## src/rtl/cvsd_refgen_pkg.sv

```systemverilog
`timescale 1ns/1ps
package cvsd_refgen_pkg;

    localparam int unsigned SHORT_LEN = 20;
    localparam int unsigned LONG_LEN  = 40;
    localparam int unsigned PAD_LEN   = LONG_LEN - SHORT_LEN;
    localparam int unsigned IDX_W     = $clog2(LONG_LEN);
    localparam int unsigned CNT_W     = $clog2(LONG_LEN + 1);

    // All words are left-aligned in a LONG_LEN field, first bit on the left.
    localparam logic [LONG_LEN-1:0] WORD_Q16 = {20'hDB492, {PAD_LEN{1'b0}}};
    localparam logic [LONG_LEN-1:0] WORD_D16 = {20'hFB412, {PAD_LEN{1'b0}}};
    localparam logic [LONG_LEN-1:0] WORD_Q32 = 40'hDB54924AB6;
    localparam logic [LONG_LEN-1:0] WORD_D32 = 40'hFDAA10255E;

    typedef struct packed {
        logic wide;   // 1: 40-bit period
        logic dense;  // 1: 30% run word
    } sel_t;

    function automatic logic word_bit(logic [LONG_LEN-1:0] w, int unsigned k);
        return 1'(w >> (LONG_LEN - 1 - k));
    endfunction

    // Cyclic count of positions that close a run of three equal bits.
    function automatic int unsigned count_runs(logic [LONG_LEN-1:0] w, int unsigned len);
        int unsigned n;
        int unsigned p1;
        int unsigned p2;
        n = 0;
        for (int unsigned k = 0; k < LONG_LEN; k++) begin
            if (k < len) begin
                p1 = (k + len - 1) % len;
                p2 = (k + len - 2) % len;
                if ((word_bit(w, k) == word_bit(w, p1)) && (word_bit(w, k) == word_bit(w, p2)))
                    n++;
            end
        end
        return n;
    endfunction

    localparam int unsigned RUNS_Q16 = count_runs(WORD_Q16, SHORT_LEN);
    localparam int unsigned RUNS_D16 = count_runs(WORD_D16, SHORT_LEN);
    localparam int unsigned RUNS_Q32 = count_runs(WORD_Q32, LONG_LEN);
    localparam int unsigned RUNS_D32 = count_runs(WORD_D32, LONG_LEN);

    function automatic logic [LONG_LEN-1:0] sel_word(sel_t s);
        logic [LONG_LEN-1:0] w;
        case ({s.wide, s.dense})
            2'b00:   w = WORD_Q16;
            2'b01:   w = WORD_D16;
            2'b10:   w = WORD_Q32;
            default: w = WORD_D32;
        endcase
        return w;
    endfunction

    function automatic logic [IDX_W-1:0] sel_last(sel_t s);
        return s.wide ? IDX_W'(LONG_LEN - 1) : IDX_W'(SHORT_LEN - 1);
    endfunction

    function automatic logic sel_bit(sel_t s, logic [IDX_W-1:0] i);
        return 1'(sel_word(s) >> (IDX_W'(LONG_LEN - 1) - i));
    endfunction

    function automatic logic [CNT_W-1:0] sel_runs(sel_t s);
        logic [CNT_W-1:0] r;
        case ({s.wide, s.dense})
            2'b00:   r = CNT_W'(RUNS_Q16);
            2'b01:   r = CNT_W'(RUNS_D16);
            2'b10:   r = CNT_W'(RUNS_Q32);
            default: r = CNT_W'(RUNS_D32);
        endcase
        return r;
    endfunction

endpackage

```

## src/rtl/cvsd_refgen_seq.sv

```systemverilog
`timescale 1ns/1ps
module cvsd_refgen_seq
    import cvsd_refgen_pkg::*;
(
    input  logic clk,
    input  logic rst_n,
    input  logic bit_en,
    input  sel_t sel_req,
    output logic ser_bit,
    output logic bit_first,
    output sel_t sel_cur,
    output logic at_wrap
);

    logic [IDX_W-1:0] idx_q;
    logic [IDX_W-1:0] idx_d;
    sel_t             sel_d;
    logic             bit_d;

    always_comb begin
        at_wrap = bit_en && (idx_q == '0);
        sel_d   = at_wrap ? sel_req : sel_cur;
        bit_d   = sel_bit(sel_d, idx_q);
        idx_d   = idx_q;
        if (bit_en) begin
            idx_d = (idx_q == sel_last(sel_d)) ? '0 : idx_q + IDX_W'(1);
        end
    end

    always_ff @(posedge clk or negedge rst_n) begin
        if (!rst_n) begin
            idx_q     <= '0;
            sel_cur   <= '0;
            ser_bit   <= 1'b0;
            bit_first <= 1'b0;
        end else if (bit_en) begin
            idx_q     <= idx_d;
            sel_cur   <= sel_d;
            ser_bit   <= bit_d;
            bit_first <= at_wrap;
        end
    end

    assert_idx_in_period_R2: assert property (@(posedge clk) disable iff (!rst_n)
        idx_q <= sel_last(sel_cur));

    assert_hold_between_enables_R6: assert property (@(posedge clk) disable iff (!rst_n)
        !bit_en |=> ($stable(ser_bit) && $stable(bit_first) && $stable(sel_cur)));

    assert_first_follows_wrap_R7: assert property (@(posedge clk) disable iff (!rst_n)
        bit_first |-> (idx_q == IDX_W'(1)));

    assert_sel_fixed_in_period_R8: assert property (@(posedge clk) disable iff (!rst_n)
        (bit_en && !at_wrap) |=> $stable(sel_cur));

endmodule

```

## src/rtl/cvsd_refgen_mon.sv

```systemverilog
`timescale 1ns/1ps
module cvsd_refgen_mon
    import cvsd_refgen_pkg::*;
(
    input  logic             clk,
    input  logic             rst_n,
    input  logic             bit_en,
    input  logic             at_wrap,
    input  sel_t             sel_cur,
    input  sel_t             sel_req,
    input  logic             ovl_in,
    output logic [CNT_W-1:0] duty_cnt,
    output logic             duty_valid,
    output logic             density_err
);

    typedef enum logic [1:0] {
        M_IDLE  = 2'd0,
        M_WARM  = 2'd1,
        M_CHECK = 2'd2
    } mon_state_t;

    mon_state_t       state_q;
    mon_state_t       state_d;
    logic [CNT_W-1:0] tally_q;
    logic [CNT_W-1:0] tally_sum;
    logic             closing;

    always_comb begin
        tally_sum = tally_q + CNT_W'(ovl_in);
        closing   = at_wrap && (state_q != M_IDLE);
        state_d   = state_q;
        if (at_wrap) begin
            unique case (state_q)
                M_IDLE:           state_d = M_WARM;
                M_WARM, M_CHECK:  state_d = (sel_req == sel_cur) ? M_CHECK : M_WARM;
                default:          state_d = M_IDLE;
            endcase
        end
    end

    always_ff @(posedge clk or negedge rst_n) begin
        if (!rst_n) state_q <= M_IDLE;
        else        state_q <= state_d;
    end

    always_ff @(posedge clk or negedge rst_n) begin
        if (!rst_n) begin
            tally_q     <= '0;
            duty_cnt    <= '0;
            duty_valid  <= 1'b0;
            density_err <= 1'b0;
        end else begin
            duty_valid  <= closing;
            density_err <= closing && (state_q == M_CHECK) && (tally_sum != sel_runs(sel_cur));
            if (closing) duty_cnt <= tally_sum;
            if (at_wrap)     tally_q <= '0;
            else if (bit_en) tally_q <= tally_sum;
        end
    end

    assert_report_after_wrap_R9: assert property (@(posedge clk) disable iff (!rst_n)
        duty_valid |-> $past(at_wrap));

    assert_tally_bounded_R9: assert property (@(posedge clk) disable iff (!rst_n)
        duty_valid |-> (duty_cnt <= CNT_W'(LONG_LEN)));

    assert_err_needs_report_R10: assert property (@(posedge clk) disable iff (!rst_n)
        density_err |-> duty_valid);

    assert_warm_period_quiet_R11: assert property (@(posedge clk) disable iff (!rst_n)
        (at_wrap && state_q == M_WARM) |=> !density_err);

endmodule

```

## src/rtl/cvsd_refgen.sv

```systemverilog
`timescale 1ns/1ps
module cvsd_refgen
    import cvsd_refgen_pkg::*;
(
    input  logic             clk,
    input  logic             rst_n,
    input  logic             bit_en,
    input  logic             rate_sel,
    input  logic             dens_sel,
    input  logic             ovl_in,
    output logic             ser_bit,
    output logic             bit_first,
    output logic             act_rate,
    output logic             act_dens,
    output logic [CNT_W-1:0] duty_cnt,
    output logic             duty_valid,
    output logic             density_err
);

    sel_t sel_req;
    sel_t sel_cur;
    logic at_wrap;

    assign sel_req  = '{wide: rate_sel, dense: dens_sel};
    assign act_rate = sel_cur.wide;
    assign act_dens = sel_cur.dense;

    cvsd_refgen_seq u_seq (
        .clk       (clk),
        .rst_n     (rst_n),
        .bit_en    (bit_en),
        .sel_req   (sel_req),
        .ser_bit   (ser_bit),
        .bit_first (bit_first),
        .sel_cur   (sel_cur),
        .at_wrap   (at_wrap)
    );

    cvsd_refgen_mon u_mon (
        .clk         (clk),
        .rst_n       (rst_n),
        .bit_en      (bit_en),
        .at_wrap     (at_wrap),
        .sel_cur     (sel_cur),
        .sel_req     (sel_req),
        .ovl_in      (ovl_in),
        .duty_cnt    (duty_cnt),
        .duty_valid  (duty_valid),
        .density_err (density_err)
    );

endmodule

```

## config.mk

```make
export PLATFORM = sky130hd
export DESIGN_NAME = cvsd_refgen
export DESIGN_NICKNAME = d
export VERILOG_FILES = /design/src/rtl/cvsd_refgen_pkg.sv /design/src/rtl/cvsd_refgen_seq.sv /design/src/rtl/cvsd_refgen_mon.sv /design/src/rtl/cvsd_refgen.sv
export SDC_FILE = /design/constraint.sdc
export NUM_CORES = 1
export LEC_CHECK = 0
export CORE_MARGIN = 2
export CORE_UTILIZATION = 40
export CTS_BUF_LIST = sky130_fd_sc_hd__clkbuf_4 sky130_fd_sc_hd__clkbuf_8
export CTS_CLUSTER_DIAMETER = 40
export DETAILED_ROUTE_END_ITERATION = 8
export DONT_BUFFER_PORTS = 1
export SKIP_LAST_GASP = 1
export SLEW_MARGIN = 20
export SYNTH_ARGS = -nofsm -noshare
export SYNTH_HDL_FRONTEND = slang
export SYNTH_SLANG_ARGS = --single-unit
export TNS_END_PERCENT = 10
```

## constraint.sdc

```tcl
create_clock -name clk -period 5.85 [get_ports clk]
set_clock_uncertainty 0.15 [all_clocks]
set_input_delay 0.585 -clock clk [delete_from_list [all_inputs] [get_ports clk]]
set_output_delay 0.585 -clock clk [all_outputs]
set_load 0.005 [all_outputs]
```

; Word level (Yosys, flattened, before mapping)
; Index checks and enable logic that the tools add are counted.
[totals]
register_bits = 26
latchBits = 0
ramBits = 0
romBits = 0
inputBits = 6
n_memories = 0
[op_classes]
n_addsub = 3
mul = 0
div_mod_pow = 0
magnitude_cmp = 0
n_eq_ne = 9
n_shift = 1
n_mux = 9
bitwise_logic = 0
reduce_logical = 12
[ops]
columns = op, count
row1 = case mux 38 bit (3 select lines), 1
row2 = >> shifter 40 x 6 -> 1 bit, 1
row3 = two-way mux 6 bit, 4
row4 = case mux 4 bit (2 select lines), 1
row5 = adder 6 x 1 -> 6 bit, 1
row6 = adder 6 x 1 -> 6 bit (second input constant), 1
row7 = == test 2 x 1 -> 1 bit (second input constant), 3
row8 = == test 2 bit (second input constant), 3
row9 = == test 6 bit, 1
row10 = zero test 2 bit, 3
row11 = zero test 6 bit, 1
row12 = inequality test 6 x 4 -> 1 bit, 1
row13 = subtractor 6 bit (first input constant), 1
row14 = logical AND 1 bit, 4
row15 = two-way mux 2 bit, 2
row16 = case mux 2 bit (2 select lines), 1
row17 = nonzero test 2 bit, 2
row18 = OR reduction 2 bit, 2
row19 = == test 2 bit, 1

; Depth between registers and ports, before layout
[depth]
word_depth = 6
ltp_mapped = 15

; By module
; Synthesis repeated with hierarchy kept, for this count alone.
[unflattened]
hier_cells = 200
area_unflattened_um2 = 1875.5
[by_module_without_submodules]
columns = mod, instances, cells_each, area_each_um2, seq_area_each_um2
row1 = cvsd_refgen_seq, 1, 114, 1021.0, 250.2
row2 = cvsd_refgen_mon, 1, 86, 854.6, 400.4

; Worst setup path after synthesis
; No wires, ideal clock.
[synth_path]
kind = flip-flop to flip-flop
start = reg u_seq.idx_q[1]
end = reg u_seq.ser_bit
setup_time_ps = 120
arrival_time_ps = 2625
required_ps = 5580
setup_slack_ps = 2955
path_stages_with_launch = 14
synth_period_minus_slack_ps = 2895
path_cell_list = dfrtp_1 -> buf_2 -> inv_2 -> ha_1 -> and4bb_1 -> nand2_2 -> mux2_4 -> ha_1 -> or3_1 -> o211ai_1 -> o21ai_0 -> a222oi_1 -> o311ai_1 -> a31o_1
[synth_rtl]
columns = element, line_no
row1 = start: declaration, cvsd_refgen_seq.sv:15  ; logic [IDX_W-1:0] idx_q;
row2 = start signal: assignment, cvsd_refgen_seq.sv:37  ; idx_q <= idx_d;
row3 = end signal: assignment, cvsd_refgen_seq.sv:39  ; ser_bit <= bit_d;
row4 = end: declaration, cvsd_refgen_seq.sv:9  ; output logic ser_bit,

==> key figures <==
Logic synthesis
  – Synthesized area: 0.001677 sq mm
  – Syn Nets: 197
  – Share of the synthesized area in the top cell type: 38.81%
  – Syn_area_per_cell: 9.472 sq um
  – Netlist cell types: 45
  – Ranking of synthesized cells by area: dfrtp_1 39%, ha_1 10%, xnor2_1 4.7%
  – Seq cells post-synth: 26
  – Seq/Total Area, Yosys: 38.81%
  – Cells after Synth: 177
  – YS warnings: 0
  – Leading area contributor after synthesis: dfrtp_1

Critical path
  – Critical Path Slowest Stage Cell: dfrtp_1
  – Worst reg2reg startpoint: u_seq.idx_q[0]
  – Cell chain of the critical path: inv_2, ha_1, and4bb_1, nand2_2, mux2_4, ha_1, or3_1, o211ai_1, o21ai_0, a222oi_1, o311ai_1, a31o_1
  – CP startpoint: u_seq.idx_q[0]
  – WP data arrival: 3.63 ns
  – Critical Path Sink Type: flip-flop
  – Register-to-register setup slack: 2.24 ns
  – Crit-path max cell delay: 0.72 ns
  – FF-to-FF path depth: 12
  – CP Max Fanout: 19
  – Reg2reg end: u_seq.ser_bit
  – Type of origin of the critical path: flip-flop
  – Critical Path RT: 5.87 ns
  – Most frequent CP cell: ha_1
  – Crit path kind: flip-flop to flip-flop

Final layout
  – Most frequent cells in the layout: 26 x dfrtp_1, 14 x inv_1, 14 x ha_1
  – Share of cells above drive strength 1: 11.93%
  – Fin nets: 197
  – Most common cell after layout, fill and taps aside: dfrtp_1
  – Antenna fix cells: 0
  – Layout fillers: 403
  – Area growth, synth to finish: 7.985%

Clock network
  – Clk buf depth: 2
  – CTS clk-pin slew, worst paths: 0.09 ns
  – Root Buffer: clkbuf_8
  – TritonCTS clock tree: done
  – CTS H-tree depth: 1
  – Num CTS Buffers: 3
  – Clk sinks: 26
  – Later-pin clock latency in the skew report: 0.27 ns

Power and ir drop
  – Leak: 0.8103 nW
  – Clock power frac: 17.0%
  – Switching share of power: 41.07%
  – Sw power: 0.3603 mW
  – Int Power: 0.5169 mW
  – PwrDens: 484.5 mW/mm^2
  – Sequential Power Share: 40.9%
  – Combinational Power Share: 42.1%
  – VDD IR max: 0.0001922 V

Placement
  – Final Wtd Congestion: 0.7763
  – Pre-CTS setup slack: 2.288 ns
  – Buffers on Ports: 0
  – Post-DP HPWL: 2387 microns

Run status
  – Status: finished clean

Run
  – MaxCap Viol Count: 0

Global routing
  – Met3 Track Usage GR: 2.922%
  – Met2 Use GR: 24.64%
  – Vias in the first global route: 1,228
  – First-pass GRT wire length: 5520 microns
  – GRT Util Overall: 15.34%
  – Initial antenna violation count: 0
  – Grt ovf: 0
  – Met1 usage: 20.86%
  – Largest net degree at the start of global routing: 27
  – GRT busiest layer: met2

Routing
  – DRC: 0
  – Total Routed Length: 3271 microns
  – DR iter-0 viols: 73
  – Antenna viol nets, final: 0
  – WL per Instance: 14.47 microns
  – DRT Pass-1 Iters: 4
  – Via count: 1,273
  – Vias per cell: 5.633

Floorplanning
  – Io pins: 18
  – Initial Utilization: 41.61%
  – Row Count: 23
  – Die area: 0.004725 sq mm
  – Core Region: 0.004029 sq mm
  – Die W: 68.74 microns
  – Die height: 68.74 microns

STA
  – Max Clk Rate: 276.8 MHz
  – Min setup slack post-route: 2.237 ns
  – Slew HR: 52.44%
  – Post-layout min period: 3.613 ns
  – Setup Viol. Count Final: 0
  – Final hold vios: 0
  – Fin crit share: 61.76%
  – Tightest Pin Transition: 0.7091 ns
  – Setup TNS: 0 ns
  – RSZ-0062 raised after global routing: no
  – Slew Viols, Final: 0

Worst hold path
  – Worst hold-check path type: input port to flip-flop
  – Hold depth: 1
  – Hold path startpoint: bit_en
  – Hold Path End: u_mon.tally_q[4]
## metrics by stage
| stage | total power [mW] | instance area (sq um) | hold slack (ns) | instances | util [%] |
|---|---|---|---|---|---|
| final | 0.8773 | 1810 | 0.2623 | 226 | 44.94 |
| after global routing | 0.9537 | 1810 | 0.2441 | 226 | 44.94 |
| after CTS | 0.8786 | 1810 | 0.2497 | 226 | 44.94 |
| after detailed placement | 0.7227 | 1709 | 0.1403 | 220 | 42.42 |
| after global placement | 0.7056 | 1709 | 0.1400 | 220 | 42.42 |
| after floorplan | 0.6427 | 1677 | 0.1394 | 177 | - |
## state kept, by name, summed over array words and instances (netlist names)
register,cells
u_seq.sel_cur,2
u_mon.state_q,2
u_mon.duty_valid,1
u_seq.bit_first,1
u_mon.duty_cnt,6
u_seq.idx_q,6
u_seq.ser_bit,1
u_mon.tally_q,6
u_mon.density_err,1
## final cells by class
type / instances / area [sq um] / area share (%)
Inverter: 16 / 60.06 / 3.317
Sequential cell: 26 / 650.6 / 35.94
Clock buffer: 3 / 41.29 / 2.281
Tap cell: 50 / 62.56 / 3.455
Clock inverter: 1 / 30.03 / 1.659
Timing Repair Buffer: 2 / 30.03 / 1.659
Multi-Input combinational cell: 128 / 935.9 / 51.69
## routing by layer
metal,vias up,wire length (microns)
met3,7,152
met1,615,1535
met2,30,1535
li1,621,-
met5,-,0
met4,0,47
## synth_stat cells (all sizes together)
library cell,count
a2111oi,2
a211o,1
a211oi,2
a21oi,4
a221oi,1
a222oi,1
a311oi,1
a31o,2
a31oi,1
a32o,1
a41o,1
and2,1
and3b,2
and4bb,1
buf,4
clkbuf,3
dfrtp,26
ha,14
inv,16
mux2,8
nand2,11
nand2b,4
nand3,6
nand3b,2
nand4,5
nor2,15
nor2b,2
nor3,2
nor3b,1
o211ai,1
o21ai,13
o22ai,3
o311ai,3
o31ai,1
or2,2
or3,1
xnor2,9
xor2,4
## cell families after synthesis
family,synth area share [%]
XOR/XNOR,6.791
buffers and inverters,5.373
flip-flops,38.81
AND/OR/NAND/NOR,17.39
adder cells (fa/ha/maj),10.45
multiplexers,5.821
AO/OA/AOI/OAI,15.37
## power groups by stage
stage / logic (mW) / clock network [mW] / registers, mW
global route: 0.421 / 0.158 / 0.374
floorplan: 0.337 / 0 / 0.306
global placement: 0.348 / 0 / 0.358
detailed placement: 0.361 / 0 / 0.362
CTS: 0.368 / 0.153 / 0.358
finish: 0.370 / 0.149 / 0.359
## what timing repair did
| item | in CTS | in global routing |
|---|---|---|
| endpoints found under the hold margin | 26 | 0 |
| gates resized for setup | 0 | 0 |
| setup buffers | 0 | 0 |
| hold buffers | 2 | 0 |
## worst max-delay path by stage
| stage | endpoint | slack [ns] | cells after the start |
|---|---|---|---|
| finish | u_seq.ser_bit | 2.24 | 12 |
| global route | u_seq.ser_bit | 2.01 | 12 |
| CTS | u_seq.ser_bit | 2.28 | 12 |
| detailed placement | u_seq.ser_bit | 2.29 | 12 |
| global placement | u_seq.ser_bit | 2.35 | 12 |
| floorplan | u_seq.ser_bit | 2.96 | 13 |
## critical path, delay by kind of cell (launching register included)
kind,cells,cell delay (ns)
AO/OA/AOI/OAI,5,0.83
adder cells (fa/ha/maj),2,0.46
buffers and inverters,1,0.16
flip-flops,1,0.72
multiplexers,1,0.37
AND/OR/NAND/NOR,3,0.81
Power figures use the tool's default switching activity.
